$ cat src/rtl/mmu_pkg.sv
package mmu_pkg;
    localparam int BYTE_W = 8;
    localparam logic [BYTE_W-1:0] NO_PAGE = 8'h80;

    typedef enum logic [2:0] {
        OP_NOP      = 3'd0,
        OP_TX_ALLOC = 3'd1,
        OP_RESET    = 3'd2,
        OP_RX_POP   = 3'd3,
        OP_RX_FREE  = 3'd4,
        OP_FREE     = 3'd5,
        OP_TX_PUSH  = 3'd6,
        OP_TX_CLEAR = 3'd7
    } mmu_op_e;

    typedef enum logic {
        ST_IDLE,
        ST_WAIT
    } alloc_st_e;
endpackage

$ cat src/rtl/page_bitmap.sv
module page_bitmap #(
    parameter int PAGES = 4,
    localparam int IDX_W = $clog2(PAGES),
    localparam int CNT_W = $clog2(PAGES + 1)
) (
    input  logic             clk,
    input  logic             rst_n,
    input  logic             clr,
    input  logic             rel_en,
    input  logic [IDX_W-1:0] rel_idx,
    input  logic             alloc_en,
    output logic             grant_ok,
    output logic [IDX_W-1:0] grant_idx,
    output logic [CNT_W-1:0] used_cnt
);
    logic [PAGES-1:0] map_q;
    logic [PAGES-1:0] after_rel;
    logic [PAGES-1:0] map_d;

    // free the released page first so a retry can see it
    always_comb begin
        after_rel = map_q;
        if (rel_en) after_rel[rel_idx] = 1'b0;
    end

    // lowest-numbered free page wins
    always_comb begin
        grant_ok  = 1'b0;
        grant_idx = '0;
        for (int i = PAGES - 1; i >= 0; i--) begin
            if (!after_rel[i]) begin
                grant_ok  = 1'b1;
                grant_idx = IDX_W'(i);
            end
        end
    end

    always_comb begin
        map_d = after_rel;
        if (alloc_en && grant_ok) map_d[grant_idx] = 1'b1;
    end

    always_comb begin
        used_cnt = '0;
        for (int i = 0; i < PAGES; i++) begin
            used_cnt = used_cnt + CNT_W'(map_q[i]);
        end
    end

    always_ff @(posedge clk) begin
        if (!rst_n || clr) map_q <= '0;
        else               map_q <= map_d;
    end
endmodule

$ cat src/rtl/page_queue.sv
module page_queue #(
    parameter int DEPTH = 4,
    parameter int W = 2,
    localparam int PTR_W = $clog2(DEPTH),
    localparam int CNT_W = $clog2(DEPTH + 1)
) (
    input  logic             clk,
    input  logic             rst_n,
    input  logic             clr,
    input  logic             push,
    input  logic [W-1:0]     push_data,
    input  logic             pop,
    output logic [W-1:0]     head,
    output logic [CNT_W-1:0] cnt
);
    logic [W-1:0]     slot_q [DEPTH];
    logic [CNT_W-1:0] cnt_q;
    logic             do_pop;
    logic             do_push;
    logic [PTR_W-1:0] wr_ptr;

    assign do_pop  = pop && (cnt_q != '0);
    assign do_push = push && ((cnt_q != CNT_W'(DEPTH)) || do_pop);
    assign wr_ptr  = PTR_W'(cnt_q - CNT_W'(do_pop));
    assign head    = slot_q[0];
    assign cnt     = cnt_q;

    always_ff @(posedge clk) begin
        if (!rst_n || clr) begin
            cnt_q <= '0;
            for (int i = 0; i < DEPTH; i++) slot_q[i] <= '0;
        end else begin
            if (do_pop) begin
                for (int i = 0; i < DEPTH - 1; i++) slot_q[i] <= slot_q[i+1];
            end
            if (do_push) slot_q[wr_ptr] <= push_data;
            cnt_q <= cnt_q + CNT_W'(do_push) - CNT_W'(do_pop);
        end
    end
endmodule

$ cat src/rtl/mmu_ctrl.sv
module mmu_ctrl
    import mmu_pkg::*;
#(
    parameter int PAGES = 4,
    localparam int IDX_W = $clog2(PAGES),
    localparam int CNT_W = $clog2(PAGES + 1)
) (
    input  logic              clk,
    input  logic              rst_n,
    input  logic              cmd_we,
    input  logic              pnum_we,
    input  logic [BYTE_W-1:0] wr_data,
    input  logic              rx_req,
    input  logic              tx_sent,
    input  logic              cmp_pop,
    input  logic              grant_ok,
    input  logic [IDX_W-1:0]  grant_idx,
    input  logic [CNT_W-1:0]  rx_cnt,
    input  logic [IDX_W-1:0]  rx_head_idx,
    input  logic [CNT_W-1:0]  tx_cnt,
    input  logic [IDX_W-1:0]  tx_head_idx,
    output logic              bm_clr,
    output logic              bm_rel,
    output logic [IDX_W-1:0]  bm_rel_idx,
    output logic              bm_alloc,
    output logic              rxq_clr,
    output logic              rxq_push,
    output logic              rxq_pop,
    output logic              txq_clr,
    output logic              txq_push,
    output logic              txq_pop,
    output logic              cq_clr,
    output logic              cq_push,
    output logic              cq_pop,
    output logic [BYTE_W-1:0] alloc_result,
    output logic [BYTE_W-1:0] pkt_num,
    output logic              ev_alloc_set,
    output logic              ev_alloc_clr,
    output logic              ev_rx_set,
    output logic              ev_rx_clr,
    output logic              rx_ack,
    output logic              rx_nak
);
    alloc_st_e         state_q, state_d;
    mmu_op_e           op;
    logic [BYTE_W-1:0] result_q, result_d;
    logic [BYTE_W-1:0] pnum_q, pnum_d;
    logic              aset_d, aclr_d, rset_d, rclr_d, ack_d, nak_d;
    logic              retry;

    assign op = mmu_op_e'(wr_data[7:5]);

    always_comb begin
        state_d    = state_q;
        result_d   = result_q;
        pnum_d     = pnum_we ? wr_data : pnum_q;
        bm_clr     = 1'b0;
        bm_rel     = 1'b0;
        bm_rel_idx = '0;
        bm_alloc   = 1'b0;
        rxq_clr    = 1'b0;
        rxq_push   = 1'b0;
        rxq_pop    = 1'b0;
        txq_clr    = 1'b0;
        txq_push   = 1'b0;
        txq_pop    = 1'b0;
        cq_clr     = 1'b0;
        cq_push    = 1'b0;
        cq_pop     = 1'b0;
        aset_d     = 1'b0;
        aclr_d     = 1'b0;
        rset_d     = 1'b0;
        rclr_d     = 1'b0;
        ack_d      = 1'b0;
        nak_d      = 1'b0;
        retry      = 1'b0;
        if (cmd_we) begin
            unique case (op)
                OP_NOP: begin
                end
                OP_TX_ALLOC: begin
                    bm_alloc = 1'b1;
                    aclr_d   = 1'b1;
                    if (grant_ok) begin
                        result_d = BYTE_W'(grant_idx);
                        aset_d   = 1'b1;
                        state_d  = ST_IDLE;
                    end else begin
                        result_d = NO_PAGE;
                        state_d  = ST_WAIT;
                    end
                end
                OP_RESET: begin
                    bm_clr   = 1'b1;
                    rxq_clr  = 1'b1;
                    txq_clr  = 1'b1;
                    cq_clr   = 1'b1;
                    result_d = '0;
                    state_d  = ST_IDLE;
                end
                OP_RX_POP: begin
                    rxq_pop = 1'b1;
                    if (rx_cnt > CNT_W'(1)) rset_d = 1'b1;
                    else                    rclr_d = 1'b1;
                end
                OP_RX_FREE: begin
                    rxq_pop = 1'b1;
                    if (rx_cnt > CNT_W'(1)) rset_d = 1'b1;
                    else                    rclr_d = 1'b1;
                    if (rx_cnt != '0) begin
                        bm_rel     = 1'b1;
                        bm_rel_idx = rx_head_idx;
                        retry      = 1'b1;
                    end
                end
                OP_FREE: begin
                    bm_rel     = 1'b1;
                    bm_rel_idx = pnum_q[IDX_W-1:0];
                    retry      = 1'b1;
                end
                OP_TX_PUSH: begin
                    txq_push = 1'b1;
                end
                OP_TX_CLEAR: begin
                    txq_clr = 1'b1;
                    cq_clr  = 1'b1;
                end
            endcase
            // a waiting transmit allocation completes on any release
            if (retry && state_q == ST_WAIT) begin
                bm_alloc = 1'b1;
                if (grant_ok) begin
                    result_d = BYTE_W'(grant_idx);
                    aset_d   = 1'b1;
                    state_d  = ST_IDLE;
                end
            end
            if (rx_req) nak_d = 1'b1;
        end else begin
            if (rx_req) begin
                if (grant_ok && rx_cnt != CNT_W'(PAGES)) begin
                    bm_alloc = 1'b1;
                    rxq_push = 1'b1;
                    ack_d    = 1'b1;
                    rset_d   = 1'b1;
                end else begin
                    nak_d = 1'b1;
                end
            end
            if (tx_sent) begin
                txq_pop = 1'b1;
                cq_push = (tx_cnt != '0);
            end
            cq_pop = cmp_pop;
        end
    end

    // state register
    always_ff @(posedge clk) begin
        if (!rst_n) state_q <= ST_IDLE;
        else        state_q <= state_d;
    end

    // registered outputs
    always_ff @(posedge clk) begin
        if (!rst_n) begin
            result_q     <= '0;
            pnum_q       <= '0;
            ev_alloc_set <= 1'b0;
            ev_alloc_clr <= 1'b0;
            ev_rx_set    <= 1'b0;
            ev_rx_clr    <= 1'b0;
            rx_ack       <= 1'b0;
            rx_nak       <= 1'b0;
        end else begin
            result_q     <= result_d;
            pnum_q       <= pnum_d;
            ev_alloc_set <= aset_d;
            ev_alloc_clr <= aclr_d;
            ev_rx_set    <= rset_d;
            ev_rx_clr    <= rclr_d;
            rx_ack       <= ack_d;
            rx_nak       <= nak_d;
        end
    end

    assign alloc_result = result_q;
    assign pkt_num      = pnum_q;
endmodule

$ cat src/rtl/pkt_page_mmu.sv
module pkt_page_mmu
    import mmu_pkg::*;
#(
    parameter int PAGES = 4,
    localparam int IDX_W = $clog2(PAGES),
    localparam int CNT_W = $clog2(PAGES + 1)
) (
    input  logic              clk,
    input  logic              rst_n,
    input  logic              cmd_we,
    input  logic              pnum_we,
    input  logic [BYTE_W-1:0] wr_data,
    input  logic              rx_req,
    input  logic              tx_sent,
    input  logic              cmp_pop,
    output logic [BYTE_W-1:0] alloc_result,
    output logic [BYTE_W-1:0] pkt_num,
    output logic [BYTE_W-1:0] tx_head,
    output logic [CNT_W-1:0]  tx_cnt,
    output logic [BYTE_W-1:0] done_head,
    output logic [CNT_W-1:0]  done_cnt,
    output logic [BYTE_W-1:0] rx_head,
    output logic [CNT_W-1:0]  rx_cnt,
    output logic [CNT_W-1:0]  used_pages,
    output logic [CNT_W-1:0]  free_pages,
    output logic [BYTE_W-1:0] mem_pages,
    output logic              ev_alloc_set,
    output logic              ev_alloc_clr,
    output logic              ev_rx_set,
    output logic              ev_rx_clr,
    output logic              rx_ack,
    output logic              rx_nak
);
    logic             bm_clr, bm_rel, bm_alloc, grant_ok;
    logic [IDX_W-1:0] bm_rel_idx, grant_idx;
    logic             rxq_clr, rxq_push, rxq_pop;
    logic             txq_clr, txq_push, txq_pop;
    logic             cq_clr, cq_push, cq_pop;
    logic [IDX_W-1:0] rx_idx, tx_idx, cq_idx;

    page_bitmap #(.PAGES(PAGES)) u_map (
        .clk(clk), .rst_n(rst_n), .clr(bm_clr),
        .rel_en(bm_rel), .rel_idx(bm_rel_idx), .alloc_en(bm_alloc),
        .grant_ok(grant_ok), .grant_idx(grant_idx), .used_cnt(used_pages)
    );

    page_queue #(.DEPTH(PAGES), .W(IDX_W)) u_rxq (
        .clk(clk), .rst_n(rst_n), .clr(rxq_clr),
        .push(rxq_push), .push_data(grant_idx), .pop(rxq_pop),
        .head(rx_idx), .cnt(rx_cnt)
    );

    page_queue #(.DEPTH(PAGES), .W(IDX_W)) u_txq (
        .clk(clk), .rst_n(rst_n), .clr(txq_clr),
        .push(txq_push), .push_data(pkt_num[IDX_W-1:0]), .pop(txq_pop),
        .head(tx_idx), .cnt(tx_cnt)
    );

    page_queue #(.DEPTH(PAGES), .W(IDX_W)) u_cq (
        .clk(clk), .rst_n(rst_n), .clr(cq_clr),
        .push(cq_push), .push_data(tx_idx), .pop(cq_pop),
        .head(cq_idx), .cnt(done_cnt)
    );

    mmu_ctrl #(.PAGES(PAGES)) u_ctrl (
        .clk(clk), .rst_n(rst_n), .cmd_we(cmd_we), .pnum_we(pnum_we),
        .wr_data(wr_data), .rx_req(rx_req), .tx_sent(tx_sent), .cmp_pop(cmp_pop),
        .grant_ok(grant_ok), .grant_idx(grant_idx),
        .rx_cnt(rx_cnt), .rx_head_idx(rx_idx), .tx_cnt(tx_cnt), .tx_head_idx(tx_idx),
        .bm_clr(bm_clr), .bm_rel(bm_rel), .bm_rel_idx(bm_rel_idx), .bm_alloc(bm_alloc),
        .rxq_clr(rxq_clr), .rxq_push(rxq_push), .rxq_pop(rxq_pop),
        .txq_clr(txq_clr), .txq_push(txq_push), .txq_pop(txq_pop),
        .cq_clr(cq_clr), .cq_push(cq_push), .cq_pop(cq_pop),
        .alloc_result(alloc_result), .pkt_num(pkt_num),
        .ev_alloc_set(ev_alloc_set), .ev_alloc_clr(ev_alloc_clr),
        .ev_rx_set(ev_rx_set), .ev_rx_clr(ev_rx_clr),
        .rx_ack(rx_ack), .rx_nak(rx_nak)
    );

    assign rx_head    = (rx_cnt   != '0) ? BYTE_W'(rx_idx) : NO_PAGE;
    assign tx_head    = (tx_cnt   != '0) ? BYTE_W'(tx_idx) : NO_PAGE;
    assign done_head  = (done_cnt != '0) ? BYTE_W'(cq_idx) : NO_PAGE;
    assign free_pages = CNT_W'(PAGES) - used_pages;
    assign mem_pages  = BYTE_W'(PAGES);
endmodule

$ cat config.mk
export PLATFORM = sky130hd
export DESIGN_NAME = pkt_page_mmu
export DESIGN_NICKNAME = d
export VERILOG_FILES = /design/src/rtl/mmu_pkg.sv /design/src/rtl/page_bitmap.sv /design/src/rtl/page_queue.sv /design/src/rtl/mmu_ctrl.sv /design/src/rtl/pkt_page_mmu.sv
export SDC_FILE = /design/constraint.sdc
export NUM_CORES = 1
export LEC_CHECK = 0
export ABC_AREA = 1
export BUFFER_PORTS_ARGS = -buffer_cell sky130_fd_sc_hd__buf_2
export CAP_MARGIN = 20
export CELL_PAD_IN_SITES_DETAIL_PLACEMENT = 2
export CELL_PAD_IN_SITES_GLOBAL_PLACEMENT = 2
export CORE_MARGIN = 2
export CORE_UTILIZATION = 31
export CTS_CLUSTER_SIZE = 10
export DETAILED_ROUTE_END_ITERATION = 10
export PLACE_DENSITY = 0.83
export RECOVER_POWER = 100
export SYNTH_ARGS = -nofsm -noshare
export SYNTH_HDL_FRONTEND = slang
export SYNTH_HIERARCHICAL = 1
export SYNTH_SLANG_ARGS = --single-unit
export TNS_END_PERCENT = 50
$ cat constraint.sdc
create_clock -name clk -period 4.65 [get_ports clk]
set_clock_uncertainty 0.05 [all_clocks]
set_input_delay 0.93 -clock clk [delete_from_list [all_inputs] [get_ports clk]]
set_output_delay 0.93 -clock clk [all_outputs]
set_load 0.02 [all_outputs]
**Word-level counts from Yosys, hierarchy flattened**

Memory sizes are Yosys's and may differ from the RTL's.
Cells that the tools add are included.

- Order comparisons: 5
- Bitwise gates (word level): 12
- Mux-type cells: 103
- Reductions and logical operators: 27
- Equality and inequality tests: 10
- Add/sub/neg operators: 13

Operators by type and width:

| operator | number |
|---|---|
| 1-bit two-way mux | 68 |
| 8-bit two-way mux | 6 |
| 2-bit two-way mux | 21 |
| 8-bit one-hot mux with 2 select lines | 1 |
| 3-bit by 1-bit adder with 3-bit output | 5 |
| 3-bit == test, second input constant | 4 |
| 1-bit logical AND | 11 |
| 2-bit OR reduction | 5 |
| 3-bit inequality test, second input constant | 3 |
| 1-bit OR | 9 |
| 3-bit nonzero test | 3 |
| 3-bit by 1-bit subtractor with 3-bit output | 3 |
| 4-bit two-way mux | 2 |
| 3-bit by 2-bit == test with 1-bit output, second input constant | 2 |
| 2-bit by 3-bit less-than comparator with 1-bit output, second input constant | 2 |
| 2-bit by 1-bit subtractor with 2-bit output | 3 |
| 1-bit logical OR | 5 |
| 4-bit AND | 1 |
| 1-bit demux with 2-bit select | 2 |
| 2-bit by 1-bit greater-or-equal comparator with 1-bit output, second input constant | 2 |
| 4-bit inverter | 1 |
| 4-bit OR | 1 |
| 1-bit one-hot mux with 2 select lines | 2 |
| 2-bit one-hot mux with 2 select lines | 1 |
| other kinds (7) | 7 |

- Register bits: 36
- Word-level logic and storage cells: 186
- Input port bits: 15
- Bits in writable memories: 24
- Memories kept: 3

Memory list:

| name | depth | width | read ports | clocked after memory_dff | write ports | line | source |
|---|---|---|---|---|---|---|---|
| u_cq.slot_q | 4 | 2 | 4 | 0 | 4 | page_queue.sv:16 | `logic [W-1:0] slot_q [DEPTH];` |
| u_rxq.slot_q | 4 | 2 | 4 | 0 | 4 | page_queue.sv:16 |  |
| u_txq.slot_q | 4 | 2 | 4 | 0 | 4 | page_queue.sv:16 |  |

**Longest topological paths before layout**

- Word-level depth: 25
- Gate-level depth with buffers: 22

**Modules after synthesis**

The synthesis kept the hierarchy.

By module, submodules not included:

| module | cells each | instances | area an instance (um2) |
|---|---|---|---|
| mmu_ctrl | 133 | 1 | 948.4 |
| page_queue (u_rxq) | 93 | 1 | 759.5 |
| page_queue (u_cq) | 90 | 1 | 734.5 |
| page_queue (u_txq) | 98 | 1 | 732.0 |
| pkt_page_mmu | 51 | 1 | 306.5 |
| page_bitmap | 38 | 1 | 295.3 |

**Least setup slack after synthesis**

OpenSTA, ideal clock, no wires.

- Path kind: input-to-reg
- Start: input port wr_data[6]
- End: register u_rxq.cnt_q[2], in the netlist u_rxq/cnt[2]
- Setup time: 0.115 ns
- Arrival: 3.501 ns
- Buffers on the path: 0
- Data required time: 4.485 ns
- Path slack: 0.984 ns
- Cell stages on the path: 21
- Path through: inv_2 nand2_1 nor2_1 o21a_1 a22oi_1 nor2_1 inv_2 o21ai_2 nor2_1 nand2_1 inv_1 a211oi_1 nand2_1 inv_1 nand2_1 nand2_1 nand2_1 ha_1 fa_1 xnor2_1 nor2_1

- Word-level cells in the longest chain between the ends: 21
- Elaborated cells between the ends (all ways): 35

Ends and longest elaborated chain:

| what | line | source |
|---|---|---|
| from (decl) | pkt_page_mmu.sv:12 | `input logic [BYTE_W-1:0] wr_data,` |
| 3-bit == test | mmu_ctrl.sv:78 | `unique case (op)` |
| 2-bit one-hot mux with 2 select lines (*) | mmu_ctrl.sv:78 |  |
| 2-bit two-way mux (*) | mmu_ctrl.sv:77 | `if (cmd_we) begin` |
| named net bm_rel_idx[0] | pkt_page_mmu.sv:35 | `logic [IDX_W-1:0] bm_rel_idx, grant_idx;` |
| 2-bit by 3-bit less-than comparator with 1-bit output (implied by the code) or 2-bit by 1-bit greater-or-equal comparator with 1-bit output (tied branches) | page_bitmap.sv:23 | `if (rel_en) after_rel[rel_idx] = 1'b0;` |
| 1-bit logical AND (implied by the code) | page_bitmap.sv:23 |  |
| 1-bit two-way mux (implied by the code) | page_bitmap.sv:23 |  |
| 1-bit demux with 2-bit select (*) | -- |  |
| [... 7 more ...] | -- |  |
| named net grant_ok | pkt_page_mmu.sv:34 | `logic bm_clr, bm_rel, bm_alloc, grant_ok;` |
| 1-bit logical AND (*) | mmu_ctrl.sv:141 | `if (grant_ok && rx_cnt != CNT_W'(PAGES)) begin` |
| 1-bit two-way mux (*) | mmu_ctrl.sv:141 |  |
| 1-bit two-way mux (*) | mmu_ctrl.sv:140 | `if (rx_req) begin` |
| 1-bit two-way mux (*) | -- |  |
| named net rxq_push | pkt_page_mmu.sv:36 | `logic rxq_clr, rxq_push, rxq_pop;` |
| 1-bit logical AND (*) | page_queue.sv:23 | `assign do_push = push && ((cnt_q != CNT_W'(DEPTH)) \|\| do_pop);` |
| 3-bit by 1-bit adder with 3-bit output (*) | page_queue.sv:37 | `cnt_q <= cnt_q + CNT_W'(do_push) - CNT_W'(do_pop);` |
| 3-bit by 1-bit subtractor with 3-bit output (*) | page_queue.sv:37 |  |
| to (signal assigned) | page_queue.sv:37 |  |
| to (decl) | page_queue.sv:17 | `logic [CNT_W-1:0] cnt_q;` |

Mark *: on every way through the listed nets, which the timed path passes. The rest lies on a longest branch.
A chain may end at the register's enable or synchronous reset.

**Worst setup path after layout**

Same ends and word-level chain as after synthesis.

==> impl_metrics.env <==
export IMPL_post_drt_wl_per_cell_um=16.2
export IMPL_syn_area_per_cell_um2=7.51
export IMPL_pwr_density_cell_nw_per_um2=453
export IMPL_comb_power_share_pct=28.2
export IMPL_setup_viol=0
export IMPL_coreArea_um2=12000
export IMPL_synth_area_leaders="dfxtp_1, edfxtp_1, nand2_1, inv_1, nor2_1"
export IMPL_synthToLayoutAreaGrowth_pct=13.3
export IMPL_clockPowerShare_pct=37.3
export IMPL_drc_errors=0
export IMPL_dp_hpwl_um=8880
export IMPL_critPathKind="in -> reg"
export IMPL_final_util_pct=35.8
export IMPL_seq_area_frac_synth_pct=38.2
export IMPL_dieArea_um2=13100
export IMPL_io_pins=84
export IMPL_finalCritPeriodShare_pct=87.3
export IMPL_die_y_um=114
export IMPL_place_inst=702
export IMPL_postCtsHoldBufs=0
export IMPL_p_switching_mw=0.711
export IMPL_num_antenna_cells=0
export IMPL_ir_drop_mv=0.188
export IMPL_synth_seq_cells=60
export IMPL_endpoint_kind="register"
export IMPL_rsz0062_at_grt="false"
export IMPL_status="completed"
export IMPL_cpMaxStageDelayCell="fa_1"
export IMPL_worstSetupStartpointType="input pin"
export IMPL_synth_area_leader_cell="dfxtp_1"
export IMPL_port_buffers=60
export IMPL_synthesis_area_um2=3780
export IMPL_drive_gt1_share_pct=11.0
export IMPL_path_delay_family="simple AND/OR/NAND/NOR gates"
export IMPL_max_slew_margin_pct=31.1
export IMPL_min_period_ns=4.06
export IMPL_multi_input_area_um2=1720
export IMPL_cap_violations=0
export IMPL_clockRootBuffer="clkbuf_16"
export IMPL_swShare_pct=36.6
export IMPL_seqPwrFrac_pct=34.5
export IMPL_synth_ff_type="dfxtp_1"
export IMPL_drt_pass1_iter_count=4
export IMPL_cts_buffers=9
export IMPL_cp_max_fo=6
export IMPL_grt_pass1_vias=3748
export IMPL_clk_path_buf_depth=2
export IMPL_ys_warn_count=6
export IMPL_slew_violations=0
export IMPL_clock_latency_ns=0.34
export IMPL_clk_pin_slew_worst_paths_ns=0.06
export IMPL_power_leakage_nw=1.93
export IMPL_gp_congestion=0.797
export IMPL_min_path_type="reg -> reg"
export IMPL_finalSetupTns_ns=0
export IMPL_synth_top_area_share_pct=19.1
export IMPL_cts_tree="built"
export IMPL_antenna_found_initial=0
export IMPL_cp_cell_sequence="buf_2, inv_2, nand2_1, nor2_1, o21a_1, a22oi_1, nor2_1, inv_2, o21ai_2, nor2_1, nand2_1, inv_1, a211oi_1, nand2_1, inv_1, nand2_1, nand2_1, nand2_1, ha_1, fa_1, xnor2_1, nor2_1"
export IMPL_grt_use_total_pct=18.6
export IMPL_regArea_um2=1440
export IMPL_ctsResizeCount=0
export IMPL_crit_path_frequent_cell="nand2_1"
export IMPL_cts_setup_buffers=0
export IMPL_viasPerCell=4.74
export IMPL_arrival_ns=4.24
export IMPL_synth_edf_count=24
export IMPL_syn_inst=503
export IMPL_max_freq_mhz=246
export IMPL_worst_pin_slew_ns=1.03
export IMPL_finalWirelength_um=11600
export IMPL_die_w_um=114
export IMPL_grt_max_degree=24
export IMPL_crit_buf_inv=5
export IMPL_p_int_mw=1.23
export IMPL_start_util_pct=31.6
export IMPL_worstPathRequired_ns=4.83
export IMPL_postRouteAntennaNets=0
export IMPL_grt_overflow=0
export IMPL_nets=593
export IMPL_n_fill_cell=1422
export IMPL_h_tree_depth=3
export IMPL_fin_cells=718
export IMPL_clkSinkCount=60
export IMPL_critPathMaxStageDelay_ns=0.38
export IMPL_async_flop_share_pct=0
export IMPL_rows=40
export IMPL_synth_distinct_cells=40
export IMPL_vias=3405
export IMPL_hold_viol=0
export IMPL_grt_pass1_wl_um=18600
export IMPL_drtIter0Drc=115
## registers in the layout, indices dropped and copies added (netlist names)
| register | cells |
|---|---|
| u_ctrl/rx_ack | 1 |
| u_ctrl/rx_nak | 1 |
| u_rxq/cnt | 3 |
| u_cq/cnt | 3 |
| u_ctrl/alloc_result | 8 |
| u_ctrl/ev_alloc_clr | 1 |
| u_ctrl/ev_alloc_set | 1 |
| u_ctrl/ev_rx_set | 1 |
| u_ctrl/pkt_num | 8 |
| u_cq/slot_q | 8 |
| u_rxq/slot_q | 8 |
| u_ctrl/state_q | 1 |
| u_txq/cnt | 3 |
| u_map/map_q | 4 |
| u_ctrl/ev_rx_clr | 1 |
| u_txq/slot_q | 8 |
## path summary, 6_finish.rpt
path	start	endpoint	slack (ns)	cells past startpoint
setup / recovery	wr_data[6]	u_rxq/cnt[2]$_SDFF_PP0_	0.59	22
hold / removal	u_ctrl/alloc_result[2]$_SDFFE_PN0P_	u_ctrl/alloc_result[2]$_SDFFE_PN0P_	0.39	2
setup reg to reg	u_rxq/cnt[1]$_SDFF_PP0_	u_rxq/cnt[2]$_SDFF_PP0_	0.60	21
hold reg to reg	u_ctrl/alloc_result[2]$_SDFFE_PN0P_	u_ctrl/alloc_result[2]$_SDFFE_PN0P_	0.39	2
## synth_stat cells, drive strengths merged, types with 3 or more instances
library cell and number:
xnor2 3, dfxtp 36, nor3 8, nor2 86, nand3 35, nand4 9
xor2 5, a21oi 20, edfxtp 24, buf 30, nand2 116, inv 93
ha 8, fa 4, o21ai 13
## final cells by class
type / count / area share, %
Timing Repair Buffer: 62 / 5.91
Multi-Input combinational cell: 339 / 40.1
Tap cell: 147 / 4.30
Clock inverter: 1 / 0.205
Clock buffer: 15 / 7.49
Sequential cell: 60 / 33.7
Inverter: 94 / 8.27
## cells by family after synthesis
logic type / Yosys count / synth area share, %
buffers and inverters: 125 / 15.4
adders and majority gates: 12 / 4.77
and+or+nand+nor: 257 / 33.1
DFF: 60 / 38.2
other: 2 / 0.199
xor gates and xnor gates: 8 / 1.86
AOI/OAI and AO/OA: 39 / 6.53
## stage by stage
step	power, mW	cell area (um^2)	worst slack [ns]	hold slack (ns)
2_1_floorplan	1.11	3850	0.984	0.390
3_3_place_gp	1.24	4130	0.653	0.371
3_5_place_dp	1.27	4130	0.296	0.383
4_1_cts	2.00	4460	0.604	0.401
5_1_grt	2.06	4280	0.236	0.415
6_report	1.94	4280	0.592	0.394
## worst min-delay path: stages (launching register included)
cell	delay [ns]
dfxtp_1	0.31
nand2_1	0.06
nor2_1	0.04
## routing by layer
metal  vias to the layer above  track usage (%)  part of all wire (%)
met5                         -                0                     0
met1                      1668             20.6                    41
li1                       1640                -                     -
met4                         0             8.78                   2.7
met2                        73             34.8                    53
met3                        24             2.38                   2.9
## power by group through the flow
stage | logic (mW) | registers [mW] | clock network (mW)
final | 0.547 | 0.670 | 0.724
after global routing | 0.611 | 0.681 | 0.767
after CTS | 0.588 | 0.674 | 0.742
after detailed placement | 0.581 | 0.685 | 0
after floorplan | 0.410 | 0.698 | 0
after global placement | 0.554 | 0.682 | 0
## cells in the final DEF (no fill, tap or decap), types with 2 or more instances in the layout
cell type and instances:
nor3b_1 2, nand3_2 2, o21ai_2 2, ha_1 8
nand2_2 8, inv_1 84, conb_1 23, buf_2 13
a21oi_1 18, xor2_1 5, xnor2_1 3, clkbuf_16 11
edfxtp_1 24, dfxtp_1 36, nor2_4 4, clkbuf_8 3
nand2_4 2, clkbuf_1 49, nand2_1 106, nor2_2 3
inv_2 8, nand3_1 32, o21ai_0 11, a22oi_1 2
nor2_1 79, nand4_1 9, nor3_1 8, fa_1 4
Power figures use the tool's default switching activity.
